==> config.mk <==
export PLATFORM = sky130hd
export DESIGN_NAME = req_frame_rx
export DESIGN_NICKNAME = d
export VERILOG_FILES = /design/src/rtl/frame_rx_pkg.sv /design/src/rtl/rx_line_sync.sv /design/src/rtl/rx_crc16_acc.sv /design/src/rtl/rx_out_stage.sv /design/src/rtl/req_frame_rx.sv
export SDC_FILE = /design/constraint.sdc
export NUM_CORES = 1
export LEC_CHECK = 0
export CAP_MARGIN = 15
export CELL_PAD_IN_SITES_DETAIL_PLACEMENT = 1
export CELL_PAD_IN_SITES_GLOBAL_PLACEMENT = 2
export CORE_UTILIZATION = 45
export CTS_CLUSTER_DIAMETER = 120
export DETAILED_ROUTE_END_ITERATION = 6
export PLACE_DENSITY = 0.94
export SETUP_SLACK_MARGIN = 0.15
export SLEW_MARGIN = 0
export SYNTH_ARGS = -nofsm -noshare
export SYNTH_HDL_FRONTEND = slang
export SYNTH_HIERARCHICAL = 1
export SYNTH_SLANG_ARGS = --single-unit
export TNS_END_PERCENT = 50
==> constraint.sdc <==
create_clock -name clk_i -period 4.3 [get_ports clk_i]
set_input_delay 1.29 -clock clk_i [delete_from_list [all_inputs] [get_ports clk_i]]
set_output_delay 1.29 -clock clk_i [all_outputs]
set_load 0.05 [all_outputs]
==> src/rtl/frame_rx_pkg.sv <==
package frame_rx_pkg;

  typedef enum logic [2:0] {
    ST_HUNT,
    ST_SOF_LO,
    ST_SOF_HI,
    ST_CHAR,
    ST_GAP,
    ST_EOF_LO
  } rx_state_e;

  localparam logic [15:0] CRC_INIT    = 16'hFFFF;
  localparam logic [15:0] CRC_POLY    = 16'h8408;
  localparam logic [15:0] CRC_RESIDUE = 16'hF0B8;

  // Reflected CRC-16, one byte, least significant bit first.
  function automatic logic [15:0] crc16_byte(input logic [15:0] c, input logic [7:0] d);
    logic [15:0] r;
    r = c ^ {8'h00, d};
    for (int i = 0; i < 8; i++) begin
      r = r[0] ? ((r >> 1) ^ CRC_POLY) : (r >> 1);
    end
    return r;
  endfunction

endpackage

==> src/rtl/rx_line_sync.sv <==
module rx_line_sync #(
  parameter int STAGES = 2
) (
  input  logic clk_i,
  input  logic rst_ni,
  input  logic line_i,
  output logic lvl_o,
  output logic fell_o,
  output logic rose_o
);
  logic [STAGES:0] sh_q;

  always_ff @(posedge clk_i or negedge rst_ni) begin
    if (!rst_ni) sh_q <= '1;
    else         sh_q <= {sh_q[STAGES-1:0], line_i};
  end

  assign lvl_o  = sh_q[STAGES-1];
  assign fell_o = sh_q[STAGES] & ~sh_q[STAGES-1];
  assign rose_o = ~sh_q[STAGES] & sh_q[STAGES-1];
endmodule

==> src/rtl/rx_crc16_acc.sv <==
module rx_crc16_acc import frame_rx_pkg::*; (
  input  logic       clk_i,
  input  logic       rst_ni,
  input  logic       clear_i,
  input  logic       en_i,
  input  logic [7:0] data_i,
  output logic       match_o
);
  logic [15:0] crc_q;

  always_ff @(posedge clk_i or negedge rst_ni) begin
    if (!rst_ni)      crc_q <= CRC_INIT;
    else if (clear_i) crc_q <= CRC_INIT;
    else if (en_i)    crc_q <= crc16_byte(crc_q, data_i);
  end

  assign match_o = (crc_q == CRC_RESIDUE);
endmodule

==> src/rtl/rx_out_stage.sv <==
module rx_out_stage (
  input  logic       clk_i,
  input  logic       rst_ni,
  input  logic       push_i,
  input  logic [7:0] data_i,
  input  logic       end_i,
  input  logic       abort_i,
  input  logic       pass_i,
  output logic [7:0] byte_o,
  output logic       valid_o,
  output logic       last_o,
  output logic       good_o,
  output logic       bad_o
);
  logic [7:0] held_q;
  logic       have_q;

  always_ff @(posedge clk_i or negedge rst_ni) begin
    if (!rst_ni) begin
      held_q  <= '0;
      have_q  <= 1'b0;
      byte_o  <= '0;
      valid_o <= 1'b0;
      last_o  <= 1'b0;
      good_o  <= 1'b0;
      bad_o   <= 1'b0;
    end else begin
      valid_o <= 1'b0;
      last_o  <= 1'b0;
      good_o  <= 1'b0;
      bad_o   <= 1'b0;
      if (push_i) begin
        if (have_q) begin
          byte_o  <= held_q;
          valid_o <= 1'b1;
        end
        held_q <= data_i;
        have_q <= 1'b1;
      end
      if (end_i) begin
        if (have_q) begin
          byte_o  <= held_q;
          valid_o <= 1'b1;
          last_o  <= 1'b1;
        end
        have_q <= 1'b0;
        good_o <= pass_i;
        bad_o  <= ~pass_i;
      end
      if (abort_i) begin
        have_q <= 1'b0;
        bad_o  <= 1'b1;
      end
    end
  end
endmodule

==> src/rtl/req_frame_rx.sv <==
module req_frame_rx import frame_rx_pkg::*; #(
  parameter int ETU_CYC        = 16,
  parameter int LOW_ETU        = 10,
  parameter int LOW_TOL_ETU    = 1,
  parameter int SOF_HI_MIN_ETU = 2,
  parameter int SOF_HI_MAX_ETU = 3,
  parameter int MIN_BYTES      = 3,
  parameter int SYNC_STAGES    = 2
) (
  input  logic       clk_i,
  input  logic       rst_ni,
  input  logic       line_i,
  output logic [7:0] byte_o,
  output logic       byte_valid_o,
  output logic       byte_last_o,
  output logic       frame_good_o,
  output logic       frame_bad_o
);
  localparam int HALF_I    = ETU_CYC / 2;
  localparam int LOW_MIN_I = (LOW_ETU - LOW_TOL_ETU) * ETU_CYC;
  localparam int LOW_MAX_I = (LOW_ETU + LOW_TOL_ETU) * ETU_CYC;
  localparam int HI_MIN_I  = SOF_HI_MIN_ETU * ETU_CYC - HALF_I;
  localparam int HI_MAX_I  = SOF_HI_MAX_ETU * ETU_CYC + HALF_I;
  localparam int SAT_I     = ((LOW_MAX_I > HI_MAX_I) ? LOW_MAX_I : HI_MAX_I) + ETU_CYC;
  localparam int DUR_W     = $clog2(SAT_I + 1);
  localparam int CHAR_BITS = 10;
  localparam int BIT_W     = $clog2(CHAR_BITS);
  localparam int NB_W      = $clog2(MIN_BYTES + 1);

  localparam logic [DUR_W-1:0] LOW_MIN  = LOW_MIN_I[DUR_W-1:0];
  localparam logic [DUR_W-1:0] LOW_MAX  = LOW_MAX_I[DUR_W-1:0];
  localparam logic [DUR_W-1:0] HI_MIN   = HI_MIN_I[DUR_W-1:0];
  localparam logic [DUR_W-1:0] HI_MAX   = HI_MAX_I[DUR_W-1:0];
  localparam logic [DUR_W-1:0] DUR_SAT  = SAT_I[DUR_W-1:0];
  localparam logic [DUR_W-1:0] HALF     = HALF_I[DUR_W-1:0];
  localparam logic [DUR_W-1:0] ETU      = ETU_CYC[DUR_W-1:0];
  localparam logic [BIT_W-1:0] STOP_IDX = BIT_W'(CHAR_BITS - 1);
  localparam logic [NB_W-1:0]  NB_MIN   = MIN_BYTES[NB_W-1:0];

  // line events
  logic lvl_w, fell_w, rose_w;

  rx_line_sync #(.STAGES(SYNC_STAGES)) sync_i (
    .clk_i  (clk_i),
    .rst_ni (rst_ni),
    .line_i (line_i),
    .lvl_o  (lvl_w),
    .fell_o (fell_w),
    .rose_o (rose_w)
  );

  rx_state_e        state_q, state_d;
  logic [DUR_W-1:0] dur_q, samp_at_q;
  logic [BIT_W-1:0] bit_idx_q;
  logic [7:0]       sr_q;
  logic [NB_W-1:0]  nbytes_q;

  // named internal events
  logic restart_w, sample_w, frame_start_w, byte_done_w, frame_end_w, frame_abort_w;
  logic crc_match_w, pass_w;

  assign sample_w = (state_q == ST_CHAR) && (dur_q == samp_at_q);
  assign pass_w   = crc_match_w && (nbytes_q >= NB_MIN);

  always_comb begin
    state_d       = state_q;
    restart_w     = 1'b0;
    frame_start_w = 1'b0;
    byte_done_w   = 1'b0;
    frame_end_w   = 1'b0;
    frame_abort_w = 1'b0;
    unique case (state_q)
      ST_HUNT: begin
        if (fell_w) begin
          state_d   = ST_SOF_LO;
          restart_w = 1'b1;
        end
      end
      ST_SOF_LO: begin
        if (rose_w) begin
          restart_w = 1'b1;
          state_d   = (dur_q >= LOW_MIN) ? ST_SOF_HI : ST_HUNT;
        end else if (dur_q > LOW_MAX) begin
          state_d = ST_HUNT;
        end
      end
      ST_SOF_HI: begin
        if (fell_w) begin
          restart_w = 1'b1;
          if (dur_q >= HI_MIN) begin
            state_d       = ST_CHAR;
            frame_start_w = 1'b1;
          end else begin
            state_d = ST_HUNT;
          end
        end else if (dur_q > HI_MAX) begin
          state_d = ST_HUNT;
        end
      end
      ST_CHAR: begin
        if (sample_w) begin
          if (bit_idx_q == '0 && lvl_w) begin
            frame_abort_w = 1'b1;
          end else if (bit_idx_q == STOP_IDX) begin
            if (lvl_w) begin
              byte_done_w = 1'b1;
              state_d     = ST_GAP;
            end else if (sr_q == 8'h00) begin
              state_d = ST_EOF_LO;
            end else begin
              frame_abort_w = 1'b1;
            end
          end
        end
      end
      ST_GAP: begin
        if (fell_w) begin
          state_d   = ST_CHAR;
          restart_w = 1'b1;
        end
      end
      ST_EOF_LO: begin
        if (rose_w) begin
          frame_end_w = 1'b1;
          state_d     = ST_HUNT;
        end else if (dur_q > LOW_MAX) begin
          frame_abort_w = 1'b1;
        end
      end
      default: state_d = ST_HUNT;
    endcase
    if (frame_abort_w) state_d = ST_HUNT;
  end

  always_ff @(posedge clk_i or negedge rst_ni) begin
    if (!rst_ni) begin
      state_q   <= ST_HUNT;
      dur_q     <= '0;
      samp_at_q <= '0;
      bit_idx_q <= '0;
      sr_q      <= '0;
      nbytes_q  <= '0;
    end else begin
      state_q <= state_d;
      if (restart_w)             dur_q <= '0;
      else if (dur_q != DUR_SAT) dur_q <= dur_q + 1'b1;
      if (restart_w) begin
        samp_at_q <= HALF;
        bit_idx_q <= '0;
      end else if (sample_w) begin
        samp_at_q <= samp_at_q + ETU;
        bit_idx_q <= bit_idx_q + 1'b1;
        if (bit_idx_q != '0 && bit_idx_q != STOP_IDX) sr_q <= {lvl_w, sr_q[7:1]};
      end
      if (frame_start_w)                     nbytes_q <= '0;
      else if (byte_done_w && nbytes_q != NB_MIN) nbytes_q <= nbytes_q + 1'b1;
    end
  end

  rx_crc16_acc crc_i (
    .clk_i   (clk_i),
    .rst_ni  (rst_ni),
    .clear_i (frame_start_w),
    .en_i    (byte_done_w),
    .data_i  (sr_q),
    .match_o (crc_match_w)
  );

  rx_out_stage out_i (
    .clk_i   (clk_i),
    .rst_ni  (rst_ni),
    .push_i  (byte_done_w),
    .data_i  (sr_q),
    .end_i   (frame_end_w),
    .abort_i (frame_abort_w),
    .pass_i  (pass_w),
    .byte_o  (byte_o),
    .valid_o (byte_valid_o),
    .last_o  (byte_last_o),
    .good_o  (frame_good_o),
    .bad_o   (frame_bad_o)
  );
endmodule

# Word level (Yosys, flattened, before mapping)

Index checks and enable logic that the tools add are counted.

Output and inout bits: 12
Logic and storage cells: 145
Register bits after elaboration: 73

Muxes and demuxes: 69
Magnitude comparators: 5
Equality and inequality tests: 20
Bitwise logic cells: 15
Add/subtract/negate cells: 4
Reduce and logical (&&, ||, !) cells: 17

Operator list:

| kind                 | number |
|---|---|
| $mux 16              | 10 |
| $mux 8               | 8 |
| $mux 3               | 13 |
| $mux 1               | 29 |
| $not 2->3            | 8 |
| $pmux 3 s6           | 1 |
| $eq 16x16->1 const B | 1 |
| $xor 16x8->16        | 1 |
| $ne 3x3->1 const B   | 5 |
| $ne 4x4->1 const B   | 3 |
| $reduce_and 9->1     | 1 |
| $add 8x1->8 const B  | 1 |
| $add 8x5->8 const B  | 1 |
| $eq 8x8->1           | 1 |
| $ge 8x5->1 const B   | 1 |
| $ge 8x8->1 const B   | 1 |
| $gt 8x6->1 const B   | 1 |
| $gt 8x8->1 const B   | 1 |
| $logic_not 8->1      | 1 |
| $mux 2               | 4 |
| $mux 4               | 2 |
| $ne 8x8->1 const B   | 1 |
| $reduce_bool 2->1    | 4 |
| $eq 3x2->1 const B   | 2 |
| 19 further kinds     | 29 |

# Longest topological paths before layout

Gate-level depths: netlist of run 1.

Word-level depth: 19
Gate-level depth with buffers: 10
Depth with buffers taken out: 9

# Modules after synthesis

Netlist of run 1, hierarchy kept.

Modules (own cells, without submodules):

| module       | area an instance (µm²) | times used | cells an instance |
|---|---|---|---|
| req_frame_rx | 1,813.0                | 1          | 183 |
| rx_crc16_acc | 1,058.5                | 1          | 84 |
| rx_out_stage | 769.5                  | 1          | 46 |
| rx_line_sync | 93.8                   | 1          | 5 |

# Worst setup path before layout of run 1

No wires, ideal clock.

Path type: register -> register
From: register bit_idx_q[1]
To: register crc_i.crc_q[0]
Slack: 1,807 ps
Stages on the path, launching flop included: 9
Arrival time: 2,401 ps
Library setup time: 92 ps
Buffers on the path: 1
Path through: dfrtp_1 > inv_1 > ha_1 > nand3b_1 > nor4_1 > inv_1 > clkbuf_1 > a21oi_1 > o21ai_0

Word-level cells in the longest chain between the ends: 6

RTL lines:

| what                                          | line                                     | source |
|---|---|---|
| start: declaration                            | req_frame_rx.sv:54                       | `logic [BIT_W-1:0] bit_idx_q;` |
| start signal: assignment                      | req_frame_rx.sv:152                      | `bit_idx_q <= bit_idx_q + 1'b1;` |
| $eq 4x4->1 or $logic_not 4->1 (tied branches) | req_frame_rx.sv:104, req_frame_rx.sv:102 |  |
| $mux 1 or $logic_and 1x1->1 (tied branches)   | req_frame_rx.sv:104, req_frame_rx.sv:102 |  |
| $mux 1 *                                      | req_frame_rx.sv:102                      | `if (bit_idx_q == '0 && lvl_w) begin` |
| $mux 1 *                                      | req_frame_rx.sv:101                      | `if (sample_w) begin` |
| $mux 1 *                                      | req_frame_rx.sv:72                       | `unique case (state_q)` |
| via byte_done_w                               | req_frame_rx.sv:59                       | `logic restart_w, sample_w, frame_start_w, byte_done_w, frame_end_w, frame_abort_w;` |
| $reduce_bool 2->1 (no line) *                 | -                                        |  |
| end signal: assignment                        | rx_crc16_acc.sv:14                       | `else if (en_i) crc_q <= crc16_byte(crc_q, data_i);` |
| end: declaration                              | rx_crc16_acc.sv:9                        | `logic [15:0] crc_q;` |

Mark *: on every way through the listed nets, which the timed path passes. The rest lies on a longest branch.
A chain may end at the register's enable or synchronous reset.

# Worst setup path after layout of run 1

From: register out_i.byte_o[1]
To: output byte_o[1]

RTL lines:

| what                     | line               | source |
|---|---|---|
| start: declaration       | rx_out_stage.sv:9  | `output logic [7:0] byte_o,` |
| start signal: assignment | rx_out_stage.sv:34 | `byte_o <= held_q;` |
| start signal: assignment | rx_out_stage.sv:42 | `byte_o <= held_q;` |
| end: declaration         | req_frame_rx.sv:13 | `output logic [7:0] byte_o,` |

No word-level cell between the ends.

==> results of run 1 <==
-- final cells by class --
type,count,share of cell area (%)
Clock buffer,9,2.98
Tap cell,102,3.08
Timing Repair Buffer,19,4.16
Clock inverter,7,1.57
Multi-Input combinational cell,224,44.6
Inverter,9,0.814
Sequential cell,70,42.8
-- registers in the layout, indices dropped and copies added (netlist names), 2 cells and up --
register	count
bit_idx_q	4
out_i/held_q	8
sync_i/sh_q	3
dur_q	8
samp_at_q	5
state_q	3
sr_q	8
out_i/byte_o	8
crc_i/crc_q	16
nbytes_q	2
-- power by group --
part	internal (W)	total [W]	switching (W)	leakage, nW
sequential	0.000682	0.000726	0.0000443	0.898
clock	0.000223	0.000514	0.000291	0.0943
combinational	0.0000696	0.000182	0.000113	1.02
-- cell families after synthesis --
| kind of cell | after synthesis | synth area share (%) |
|---|---|---|
| simple gates | 103 | 15.7 |
| flops | 70 | 47.5 |
| compound gates | 44 | 8.51 |
| xor+xnor | 41 | 13.9 |
| mux | 28 | 8.44 |
| buf+inv | 24 | 3.22 |
| fa+ha+maj | 8 | 2.68 |
-- cells in the final DEF, fill, tap and decap left out, types with 3 or more instances in the layout --
master           count
clkbuf_8             9
nor3_1               9
ha_1                 8
o21ai_0              7
nand3_1             12
xor2_1              18
or4_1                3
nor2b_1              8
a21oi_1             12
and2_1               6
xnor3_1              8
dfstp_2             19
mux2_2              28
nand2_1             12
inv_1                9
dfrtp_1             51
nor2_1              28
buf_4                5
or3_1                3
a211o_1              8
xnor2_1             10
clkdlybuf4s50_1     13
-- synthesized netlist by cell type (all sizes together), types with 9 or more instances --
| cell | n |
|---|---|
| dfrtp | 51 |
| mux2 | 28 |
| nor2 | 28 |
| xor2 | 20 |
| dfstp | 19 |
| nand3 | 13 |
| a21oi | 12 |
| nand2 | 12 |
| xnor2 | 12 |
| buf | 10 |
| nor3 | 10 |
| inv | 9 |
-- per-layer routing --
| metal | GRT usage, % | wire [um] | vias up |
|---|---|---|---|
| met4 | 7.69 | 119 | 0 |
| met1 | 27.2 | 3770 | 1248 |
| met2 | 34.5 | 4060 | 33 |
| li1 | - | - | 1148 |
| met3 | 2.93 | 118 | 10 |
| met5 | 0 | 0 | - |
-- metrics by stage --
stage | hold slack [ns] | cell area [sq um] | total power (W)
floorplan | 0.345 | 3730 | 0.000859
global placement | 0.346 | 3960 | 0.000909
detailed placement | 0.347 | 3960 | 0.000917
CTS | 0.359 | 4150 | 0.00144
global route | 0.360 | 4150 | 0.00149
finish | 0.358 | 4150 | 0.00142
-- worst max-delay path by stage --
stage	from	to	slack [ns]	cells past startpoint
6_report	out_i/byte_o[1]	byte_o[1]	1.48	1
4_1_cts	out_i/byte_o[4]	byte_o[4]	1.46	1
3_3_place_gp	out_i/byte_o[2]	byte_o[2]	1.90	1
5_1_grt	out_i/byte_o[4]	byte_o[4]	1.42	1
2_1_floorplan	bit_idx_q[1]	crc_i/crc_q[0]	1.81	8
3_5_place_dp	out_i/byte_o[4]	byte_o[4]	1.86	1
==> results.cfg, run 1 <==
[outcome]
outcome = finished, final reports clean

[place]
portBuffers = 14
pre_cts_slack_ns = 1.86
gp_congestion = 0.745
dp.cells = 424
dp_hpwl_um = 5620

[power_and_ir_drop]
peakVddDrop_v = 0.000146
pwr_density_cell_mw_per_mm2 = 343
power_leakage_nw = 2.01

[min_path]
hold_start = sync_i/sh_q[0]
hold_path.class = reg -> reg
min_path_cells = 0
whs_endpoint = sync_i/sh_q[1]

[synthesis]
avgSynthCellArea_sq_um = 11.7
synth-edff-count = 0
synthFlopType = dfrtp_1
synthDistinctLibCells = 55
ys_ff_latch = 70
syn_inst = 318
yosysSeqAreaShare_pct = 47.5
yosysTopAreaCellShare_pct = 34.2
async_flop_share_pct = 100
synth_area_leader_cell = dfrtp_1
synth_area_leaders = dfrtp_1 (34%), dfstp_2 (13%), mux2_2 (8.4%)
yosysWarnings = 6
netlist_area_sq_mm = 0.00373
synth_nets = 329

[layout]
diodes = 0
drive_gt1_share_pct = 25.4
final_core_util_pct = 52.6
multi_input_area_sq_mm = 0.00185
area_growth_pct = 11.1
layout.nets = 344
nFillCells = 834
stdcell_count = 440
regArea_sq_mm = 0.00178

[floorplanning]
die-area_sq_mm = 0.00867
coreArea_sq_mm = 0.00789
io_pins = 15
core.rowCount = 32
die_h_um = 93.1
start_util_pct = 47.4
die_w_um = 93.1

[grt]
grt_max_degree = 29
grt_overflow = 0
grt_usage_pct = 20.6
antenna_found_initial = 0
grt_pass1_vias = 2644
grt_pass1_wl_um = 13700

[setup_path]
r2r-end = sr_q[3]
crit_type = reg -> out
start_kind = register
critPathMaxFanout = 2
worst_setup_path_end_kind = output port
r2r-start = dur_q[0]
crit_family = buffers and inverters
required_ns = 3.01
crit_arrival_ns = 1.53
r2r_setup_slack_ns = 1.91
r2r_cells = 7
worstPathCellList = clkdlybuf4s50_1
cp_num_buf_inv = 1
slowest_delay_ns = 0.81
cp_slowest_cell = clkdlybuf4s50_1

[clock_tree]
clockRootBuffer = clkbuf_8
cts_buffer_depth = 2
cts_resized = 0
cts_tree = done
clk-insertion-delay-late_ns = 0.35
cts_sinks = 70
clkTransAtPathRegs_ns = 0.09
cts_made_buffers = 9
h-tree-depth = 3
cts_setup_buffers = 0
hold_buffers = 0

[drt]
drt-vias-per-instance = 5.54
wl_um = 8060
vias = 2439
firstDrtPassIters = 5
drc = 0
postRouteAntennaNets = 0
wire_per_inst_um = 18.3
drt_iter0_drc = 68

[timing]
worstMarginPinSlew_ns = 0.789
max_freq_mhz = 355
slew_headroom_pct = 46.0
fin_skew_ns = 0.0131
finalCritPeriodShare_pct = 65.5
rsz0062_at_grt = false
finalCriticalPeriod_ns = 2.82
slew_viol_final = 0
setup_ws_ns = 1.48
hold_viol = 0
setup_viol = 0
fin_setup_tns_ns = 0

[run]
drv_cap = 0
(Power assumes the default switching activity.)
==> run 2, diff against run 1 <==
- CORE_UTILIZATION: 45 -> 42
- PLACE_DENSITY: 0.94 -> 0.9
- clock period: 4.3 -> 2.8 ns (I/O delays scaled with it)
==> run 2 against run 1 <==
  * Utilization is 4.4 points lower
  * Register-to-register slack worse by 1.5 ns
  * Power is 54% higher
  * Via count is 0.62% lower
  * Non-clock buffer count is 2 higher
  * Hold slack better by 0.0071 ns
  * Critical path depth is 5 higher
  * Clock skew is 0.0039 ns higher
  * Cell count is 1.8% higher
  * Design area is 0.78% higher
  * Setup slack worse by 1.1 ns
  * Highest routed layer unchanged
==> results.cfg, run 2 (synthesis gave the netlist of run 1 again) <==
[outcome]
outcome = finished, final reports clean

[layout]
layout.nets = 346
drive_gt1_share_pct = 25.9
diodes = 0
top_register = crc_i/crc_q
final_core_util_pct = 48.2
final_cell_mix = dfrtp_1 (51), nor2_1 (28), mux2_2 (28)
nFillCells = 907
area_growth_pct = 12.0
largest_reg_flops = 16
layout_commonest_cell = dfrtp_1

[timing]
finalCriticalPeriod_ns = 2.42
hold_viol = 0
setup_viol = 0
slew_headroom_pct = 50.3
slew_viol_final = 0
fin_setup_tns_ns = 0
fin_skew_ns = 0.0171
worstMarginPinSlew_ns = 0.726
rsz0062_at_grt = false
max_freq_mhz = 413
finalCritPeriodShare_pct = 86.4

[drt]
firstDrtPassIters = 4
drt-vias-per-instance = 5.41
met3_wirelength_um = 140
vias = 2424
wl_met2_um = 3780
wire_per_inst_um = 17.3
wl_met1_um = 3790
drt_iter0_drc = 98
wl_um = 7760
dr.max_layer_used = met4
postRouteAntennaNets = 0
drc = 0

[setup_path]
crit_family = simple AND/OR/NAND/NOR gates
r2r-start = bit_idx_q[1]
critPathMaxFanout = 14
crit_top_cell = inv_1
slowest_delay_ns = 0.70
required_ns = 3.08
crit_path_start = bit_idx_q[1]
crit_type = reg -> reg
crit_arrival_ns = 2.70
worstPathCellList = inv_1 -> ha_1 -> nand3b_1 -> nor4_2 -> inv_1 -> a211o_1
cp_slowest_cell = nor4_2
start_kind = register
cp_num_buf_inv = 2
worst_setup_path_end_kind = register

[clock_tree]
cts_tree = done
cts_sinks = 70
clkTransAtPathRegs_ns = 0.08
cts_resized = 0
cts_made_buffers = 9
h-tree-depth = 3
cts_buffer_depth = 2
cts_setup_buffers = 0
hold_buffers = 0
clk-insertion-delay-late_ns = 0.35
clockRootBuffer = clkbuf_8

[grt]
grt_pass1_wl_um = 12700
antenna_found_initial = 0
grt_overflow = 0
grt_usage_pct = 18.4
grt_max_degree = 50
grt_pass1_vias = 2430

[power_and_ir_drop]
p_int_w = 0.00150
switchingPower_w = 0.000688
peakVddDrop_v = 0.000215
comb_power_share_pct = 13.0
seq_power_share_pct = 51.1
p_clk_share_pct = 35.9
power_leakage_nw = 2.03
pwr_density_cell_mw_per_mm2 = 523
sw_frac_of_total_pct = 31.5

[min_path]
hold_path.class = reg -> reg
hold_start = sync_i/sh_q[0]

[floorplanning]
die_h_um = 96.3
core.rowCount = 34
start_util_pct = 43.0
die_w_um = 96.3
io_pins = 15
coreArea_sq_mm = 0.00868
die-area_sq_mm = 0.00927

[run]
drv_cap = 0

[place]
gp_congestion = 0.763
portBuffers = 14
dp_hpwl_um = 5530
==> run 2: layer usage <==
| metal | global-route usage (%) | vias to the layer above |
|---|---|---|
| met5 | 0 | - |
| met4 | 6.62 | 0 |
| met3 | 2.84 | 5 |
| met2 | 29.6 | 30 |
| met1 | 25.0 | 1233 |
| li1 | - | 1156 |
==> run 2: worst register-to-register path, cell delays in order (launching register included) <==
cell and delay [ns]:
dfrtp_1 0.41, inv_1 0.08, ha_1 0.17, nand3b_1 0.22, nor4_2 0.70, inv_1 0.38, a211o_1 0.39
==> run 2: final cells by class <==
class	instances	area (sq um)	share of cell area, %
Multi-Input combinational cell	224	1850	44.3
Sequential cell	70	1780	42.4
Timing Repair Buffer	21	200	4.79
Tap cell	108	135	3.23
Clock buffer	9	124	2.96
Clock inverter	7	62.6	1.50
Inverter	9	33.8	0.808
==> run 2: path summary, 6_finish.rpt <==
kind / endpoint / slack [ns] / cells past startpoint
max: crc_i/crc_q[11] / 0.38 / 6
min: sync_i/sh_q[1] / 0.36 / 0
max reg2reg: crc_i/crc_q[11] / 0.38 / 6
min reg2reg: sync_i/sh_q[1] / 0.36 / 0
max in group asynchronous: crc_i/crc_q[8] / 1.65 / 2
min in group asynchronous: dur_q[2] / 0.46 / 1
==> run 2: power by group through the flow <==
stage / clock network, W / registers, W / logic (W)
after floorplan: 0 / 0.00109 / 0.000226
after global placement: 0 / 0.00113 / 0.000275
after detailed placement: 0 / 0.00113 / 0.000284
after CTS: 0.000800 / 0.00112 / 0.000287
after global routing: 0.000847 / 0.00112 / 0.000320
final: 0.000785 / 0.00112 / 0.000283
==> run 2: through the flow <==
step	power, W	setup WS (ns)	instances	cell area [sq um]	hold slack (ns)
floorplan	0.00132	0.307	318	3730	0.345
global placement	0.00140	0.461	432	4000	0.353
detailed placement	0.00142	0.388	432	4000	0.354
CTS	0.00220	0.380	448	4180	0.366
global route	0.00229	0.161	448	4180	0.368
finish	0.00219	0.380	448	4180	0.365
==> run 3, diff against run 2 <==
- CTS_CLUSTER_DIAMETER: 120 -> unset
==> results of run 3 <==
No change in the layout: final DEF, timing and power equal those of run 2.
